[src/rtl/varlat_mul_pkg.sv]
package varlat_mul_pkg;

  // Step kinds, listed in decreasing selection priority.
  typedef enum logic [2:0] {
    K_RESET     = 3'd0,
    K_FINISHED  = 3'd1,
    K_SHIFT     = 3'd2,
    K_ADD_FIN   = 3'd3,
    K_ADD_STALL = 3'd4
  } step_kind_e;

endpackage

[src/rtl/varlat_mul_count.sv]
// One-hot step tracker: no carry chain; a single marker bit walks left per step.
module varlat_mul_count #(
  parameter int STEPS = 32
) (
  input  logic clk,
  input  logic rst,
  input  logic adv,
  output logic last
);
  localparam logic [STEPS-1:0] START = {{(STEPS-1){1'b0}}, 1'b1};

  logic [STEPS-1:0] mark_q;

  always_ff @(posedge clk) begin
    if (rst)
      mark_q <= START;
    else if (adv)
      mark_q <= mark_q << 1;
  end

  // High while the step about to be taken is the final one.
  assign last = mark_q[STEPS-1];
endmodule

[src/rtl/varlat_mul_ctrl.sv]
module varlat_mul_ctrl
  import varlat_mul_pkg::*;
(
  input  logic clk,
  input  logic rst,
  input  logic b_msb,
  input  logic last_step,
  output logic step_en,
  output logic use_sum,
  output logic stall_q,
  output logic done_q
);
  step_kind_e kind;

  always_comb begin
    if (rst)
      kind = K_RESET;
    else if (done_q)
      kind = K_FINISHED;
    else if (!b_msb)
      kind = K_SHIFT;
    else if (stall_q)
      kind = K_ADD_FIN;
    else
      kind = K_ADD_STALL;
  end

  assign step_en = (kind == K_SHIFT) || (kind == K_ADD_FIN);
  assign use_sum = (kind == K_ADD_FIN);

  always_ff @(posedge clk) begin
    if (rst) begin
      stall_q <= 1'b0;
      done_q  <= 1'b0;
    end else begin
      stall_q <= (kind == K_ADD_STALL);
      done_q  <= done_q | (step_en & last_step);
    end
  end
endmodule

[src/rtl/varlat_mul_dp.sv]
module varlat_mul_dp #(
  parameter int W = 32
) (
  input  logic           clk,
  input  logic           rst,
  input  logic           step_en,
  input  logic           use_sum,
  input  logic [W-1:0]   a_in,
  input  logic [W-1:0]   b_in,
  output logic           b_msb,
  output logic [W-1:0]   a_held,
  output logic [2*W-1:0] prod_q
);
  localparam int PW = 2 * W;

  logic [W-1:0]  b_q;
  logic [W-1:0]  b_d;
  logic [PW-1:0] prod_shift;
  logic [PW-1:0] prod_sum;
  logic [PW-1:0] prod_d;

  // Operand select: external value at reset, shifted copy while walking.
  assign b_d = rst ? b_in : (b_q << 1);

  assign prod_shift = prod_q << 1;
  assign prod_sum   = prod_shift + {{W{1'b0}}, a_held};
  // Product select: plain shift or adder result.
  assign prod_d     = use_sum ? prod_sum : prod_shift;

  always_ff @(posedge clk) begin
    if (rst) begin
      a_held <= a_in;
      b_q    <= b_d;
      prod_q <= '0;
    end else if (step_en) begin
      b_q    <= b_d;
      prod_q <= prod_d;
    end
  end

  assign b_msb = b_q[W-1];
endmodule

[src/rtl/varlat_mul.sv]
module varlat_mul #(
  parameter int W = 32
) (
  input  logic           clk,
  input  logic           rst,
  input  logic [W-1:0]   a_in,
  input  logic [W-1:0]   b_in,
  output logic [2*W-1:0] prod_out,
  output logic           done_out
);
  logic         b_msb;
  logic         last_step;
  logic         step_en;
  logic         use_sum;
  logic         stall_q;
  logic [W-1:0] a_held;

  varlat_mul_dp #(.W(W)) u_dp (
    .clk     (clk),
    .rst     (rst),
    .step_en (step_en),
    .use_sum (use_sum),
    .a_in    (a_in),
    .b_in    (b_in),
    .b_msb   (b_msb),
    .a_held  (a_held),
    .prod_q  (prod_out)
  );

  varlat_mul_count #(.STEPS(W)) u_cnt (
    .clk  (clk),
    .rst  (rst),
    .adv  (step_en),
    .last (last_step)
  );

  varlat_mul_ctrl u_ctrl (
    .clk       (clk),
    .rst       (rst),
    .b_msb     (b_msb),
    .last_step (last_step),
    .step_en   (step_en),
    .use_sum   (use_sum),
    .stall_q   (stall_q),
    .done_q    (done_out)
  );
endmodule

[config.mk]
export PLATFORM = sky130hd
export DESIGN_NAME = varlat_mul
export DESIGN_NICKNAME = d
export VERILOG_FILES = /design/src/rtl/varlat_mul_pkg.sv /design/src/rtl/varlat_mul_count.sv /design/src/rtl/varlat_mul_ctrl.sv /design/src/rtl/varlat_mul_dp.sv /design/src/rtl/varlat_mul.sv
export SDC_FILE = /design/constraint.sdc
export NUM_CORES = 1
export LEC_CHECK = 0
export BUFFER_PORTS_ARGS = -buffer_cell sky130_fd_sc_hd__buf_4
export CAP_MARGIN = 20
export CORE_UTILIZATION = 38
export DETAILED_ROUTE_END_ITERATION = 8
export GPL_TIMING_DRIVEN = 0
export SLEW_MARGIN = 5
export SYNTH_ARGS = -nofsm -noshare
export SYNTH_HDL_FRONTEND = slang
export SYNTH_SLANG_ARGS = --single-unit
[constraint.sdc]
create_clock -name clk -period 2.4 [get_ports clk]
set_input_delay 0.12 -clock clk [delete_from_list [all_inputs] [get_ports clk]]
set_output_delay 0.12 -clock clk [all_outputs]
set_load 0.05 [all_outputs]
==> summary.md <==
| Metric | Value |
|---|---|
| Status | `finished with violations` |
| Failing checks | `DRC, setup timing` |
| CP Launch Type | `flop` |
| Met2 WL post-DR | `12,600 µm` |
| Final Core Density | `56.9%` |
| Ys async rst share | `0%` |
| Ratio of cells with drive above 1 in the final layout | `36.8%` |
| Synth top area cells | `dfxtp_1, edfxtp_1, nand2_1` |
| Metal3 WL | `1620 µm` |
| Final setup fails | `43` |
| Worst skew pair latency | `0.44 ns` |
| Largest net degree at the start of global routing | `34` |
| Fin area | `12,500 µm²` |
| Worst Skew | `0.0159 ns` |
| DIE AREA | `23,200 µm²` |
| R2R cell count | `12` |
| Leak Pwr | `4.86 nW` |
| Remaining global-route overflow | `0` |
| Buffers on Ports | `130` |
| Core area | `22,000 µm²` |
| RSZ-0062 raised after global routing | `yes` |
| Synth cell types | `70` |
| PD cells | `739 nW/µm²` |
| Max Freq | `0.364 GHz` |
| Max H-tree Level | `4` |
| Yosys reg bits | `162` |
| Hold Path End | `u_dp.b_q[31]` |
| CTS Root Cell | `clkbuf_16` |
| Critical R2R Launch | `u_dp.a_held[1]` |
| Arrival time worst endpoint | `3.12 ns` |
| R2R Path End | `u_dp.prod_q[27]` |
| Post-synthesis cell area | `8580 µm²` |
| Overall Power | `9.24 mW` |
| FP Rows | `54` |
| Critical Path End Type | `flop` |
| Total number of vias | `7,946` |
| Syn_area_per_cell | `9.66 µm²` |
| Hold path cells | `2` |
| Worst-Margin Slew | `1.02 ns` |
| Clk buf depth | `2` |
| Inserted Clock Buffers | `17` |
| Drt drc | `11` |
| Post-Synthesis Cells | `888` |
| Initial DRC Count | `679` |
| Die width | `152 µm` |
| Number of synthesized flops with an enable pin | `64` |
| Nets | `1,236` |
| Flop-to-flop setup slack | `-0.35 ns` |
| Tcrit/Tclk final | `115%` |
| N_diodes | `0` |
| Layout area overhead | `45.6%` |
| Synth Flop Type | `dfxtp_1` |
| Syn Nets | `986` |
| Starting Density | `39.1%` |
| Critical path class | `reg2reg` |
| Post-DP HPWL | `17,400 µm` |
| Max FO, Critical Path | `3` |
| Routed WL | `26,600 µm` |
| Top Layer Used | `met4` |
| DRT Pass-1 Iters | `8` |
| Final Max Tran Viols | `0` |
| Routed length on met1 | `11,800 µm` |
| Max-cap check violation count | `0` |
| Overall Global Routing Usage | `22.6%` |
| WHS | `0.0133 ns` |
| Hold Vio Cnt, Final | `0` |
| Sequential share of the synthesized area | `45.3%` |
| Placed cell area | `10,000 µm²` |
| Cell taking the most area after synthesis | `dfxtp_1` |
| I/O pin count | `131` |
| HP Start | `b_in[31]` |
| Worst IR drop on VDD | `448 µV` |
| TritonCTS Sinks | `162` |
| Antenna violations before repair | `0` |
| Vias/cell | `5.55` |
| Worst slew margin | `31.8%` |
| Placer congestion estimate | `0.907` |
| Vias in the first global route | `7,679` |
| Die height | `152 µm` |
| First-pass GRT wire length | `41,100 µm` |
| Hold/Removal Path Class | `in2reg` |
| Yosys top cell area share | `22.9%` |
| Ys Warns | `0` |
| Post-DRT Antenna Nets | `0` |
| CTS tree | `done` |
| Worst setup margin | `-0.348 ns` |
| Clock slew at reported path FFs | `0.08 ns` |
| Fin crit period | `2.75 ns` |
| Avg WL per Cell | `18.6 µm` |
| Worst EP required | `2.77 ns` |
-- cells by family after synthesis --
group | Yosys count | synth area share (%)
AO/OA/AOI/OAI | 220 | 18.1
XOR/XNOR | 48 | 4.90
adder cells (fa/ha/maj) | 32 | 4.76
buffers and inverters | 68 | 3.44
flip-flops | 162 | 45.3
multiplexers | 34 | 4.49
AND/OR/NAND/NOR | 324 | 19.0
-- area by class of cell --
class	count	area, µm²
buffer	51	253
clock buffer	17	425
clock inverter	15	191
fill	1880	9470
inverter	11	45.0
multi-input combinational	658	5240
sequential	162	3940
tap	280	350
timing repair buffer	237	2050
-- flip-flops by register name, indices dropped and copies added (netlist names) --
register        flops
u_dp.prod_q        64
u_cnt.mark_q       32
u_dp.a_held        32
u_dp.b_q           32
u_ctrl.done_q       1
u_ctrl.stall_q      1
-- layer usage --
layer,up-vias,track usage (%)
li1,3756,-
met1,3865,29.9
met2,281,36.6
met3,44,4.44
met4,0,8.07
met5,-,0
-- cell usage after synthesis (all sizes together) (5+ instances only) --
| library cell | n |
|---|---|
| xor2 | 33 |
| buf | 20 |
| clkbuf | 37 |
| nand2 | 158 |
| and2 | 6 |
| ha | 31 |
| nor3 | 15 |
| o211ai | 16 |
| nand4 | 10 |
| o221ai | 15 |
| inv | 11 |
| mux2 | 33 |
| o21ai | 73 |
| nand3 | 18 |
| a21oi | 38 |
| edfxtp | 64 |
| and3 | 7 |
| xnor2 | 15 |
| o22ai | 9 |
| a211oi | 5 |
| a21o | 9 |
| nand3b | 46 |
| o2111ai | 13 |
| o21a | 8 |
| dfxtp | 98 |
| nor2 | 40 |
| a31oi | 8 |
-- through the flow --
| stage | cells | TNS, ns | worst slack [ns] |
|---|---|---|---|
| after floorplan | 888 | -0.892 | -0.151 |
| after global placement | 1298 | -70.06 | -1.16 |
| after detailed placement | 1299 | -66.72 | -1.07 |
| after CTS | 1417 | -5.64 | -0.316 |
| after global routing | 1431 | -10.27 | -0.437 |
| final | 1431 | -6.02 | -0.348 |
-- worst max-delay path by stage --
stage / from / cells past startpoint / slack (ns) / endpoint
after floorplan: u_dp.prod_q[0] / 12 / -0.15 / u_dp.prod_q[45]
after global placement: rst / 8 / -1.16 / u_dp.prod_q[32]
after detailed placement: rst / 8 / -1.07 / u_dp.b_q[0]
after CTS: u_dp.a_held[1] / 12 / -0.32 / u_dp.prod_q[61]
after global routing: u_dp.a_held[1] / 12 / -0.44 / u_dp.prod_q[27]
final: u_dp.a_held[1] / 12 / -0.35 / u_dp.prod_q[27]
-- report_power, final --
part / total, mW / leakage (nW) / switching, mW / internal (mW)
Sequential: 3.33 / 1.44 / 0.214 / 3.12
Combinational: 3.09 / 3.11 / 1.81 / 1.28
Clock: 2.81 / 0.300 / 1.38 / 1.43
Total: 9.24 / 4.86 / 3.41 / 5.83
-- cells in the final DEF, fill, tap and decap left out, types with 10 or more instances in the layout --
master / n
nand3_1: 11
buf_4: 161
clkbuf_1: 28
o21ai_0: 24
nand4_1: 10
dfxtp_1: 73
edfxtp_1: 64
nand2_1: 149
xnor2_1: 11
dfxtp_4: 11
buf_6: 14
dlygate4sd3_1: 63
o21ai_1: 37
dfxtp_2: 14
xor2_1: 32
o221ai_1: 10
a21oi_1: 19
nand3b_1: 46
a21oi_2: 14
mux2_2: 32
ha_1: 14
nor2_1: 35
clkbuf_16: 17
-- worst max-delay path, stage by stage, from the launching register on --
cell and delay [ns]:
edfxtp_1 0.42, ha_4 0.18, inv_2 0.05, fa_2 0.20, nor2b_2 0.05, o31a_1 0.32
buf_6 0.15, o31ai_4 0.26, a211o_1 0.23, a211oi_2 0.09, o21ai_1 0.22, mux2_2 0.37
a21oi_2 0.13
-- timing repair --
action	in CTS	in global routing
cloned	2	0
buffers inserted	26	19
endpoints found under the hold margin	62	1
hold buffers	62	1
pin swaps	49	59
resized for setup	86	98
endpoints found under the setup margin	116	91
No activity file was read; power rests on OpenSTA's default activity.
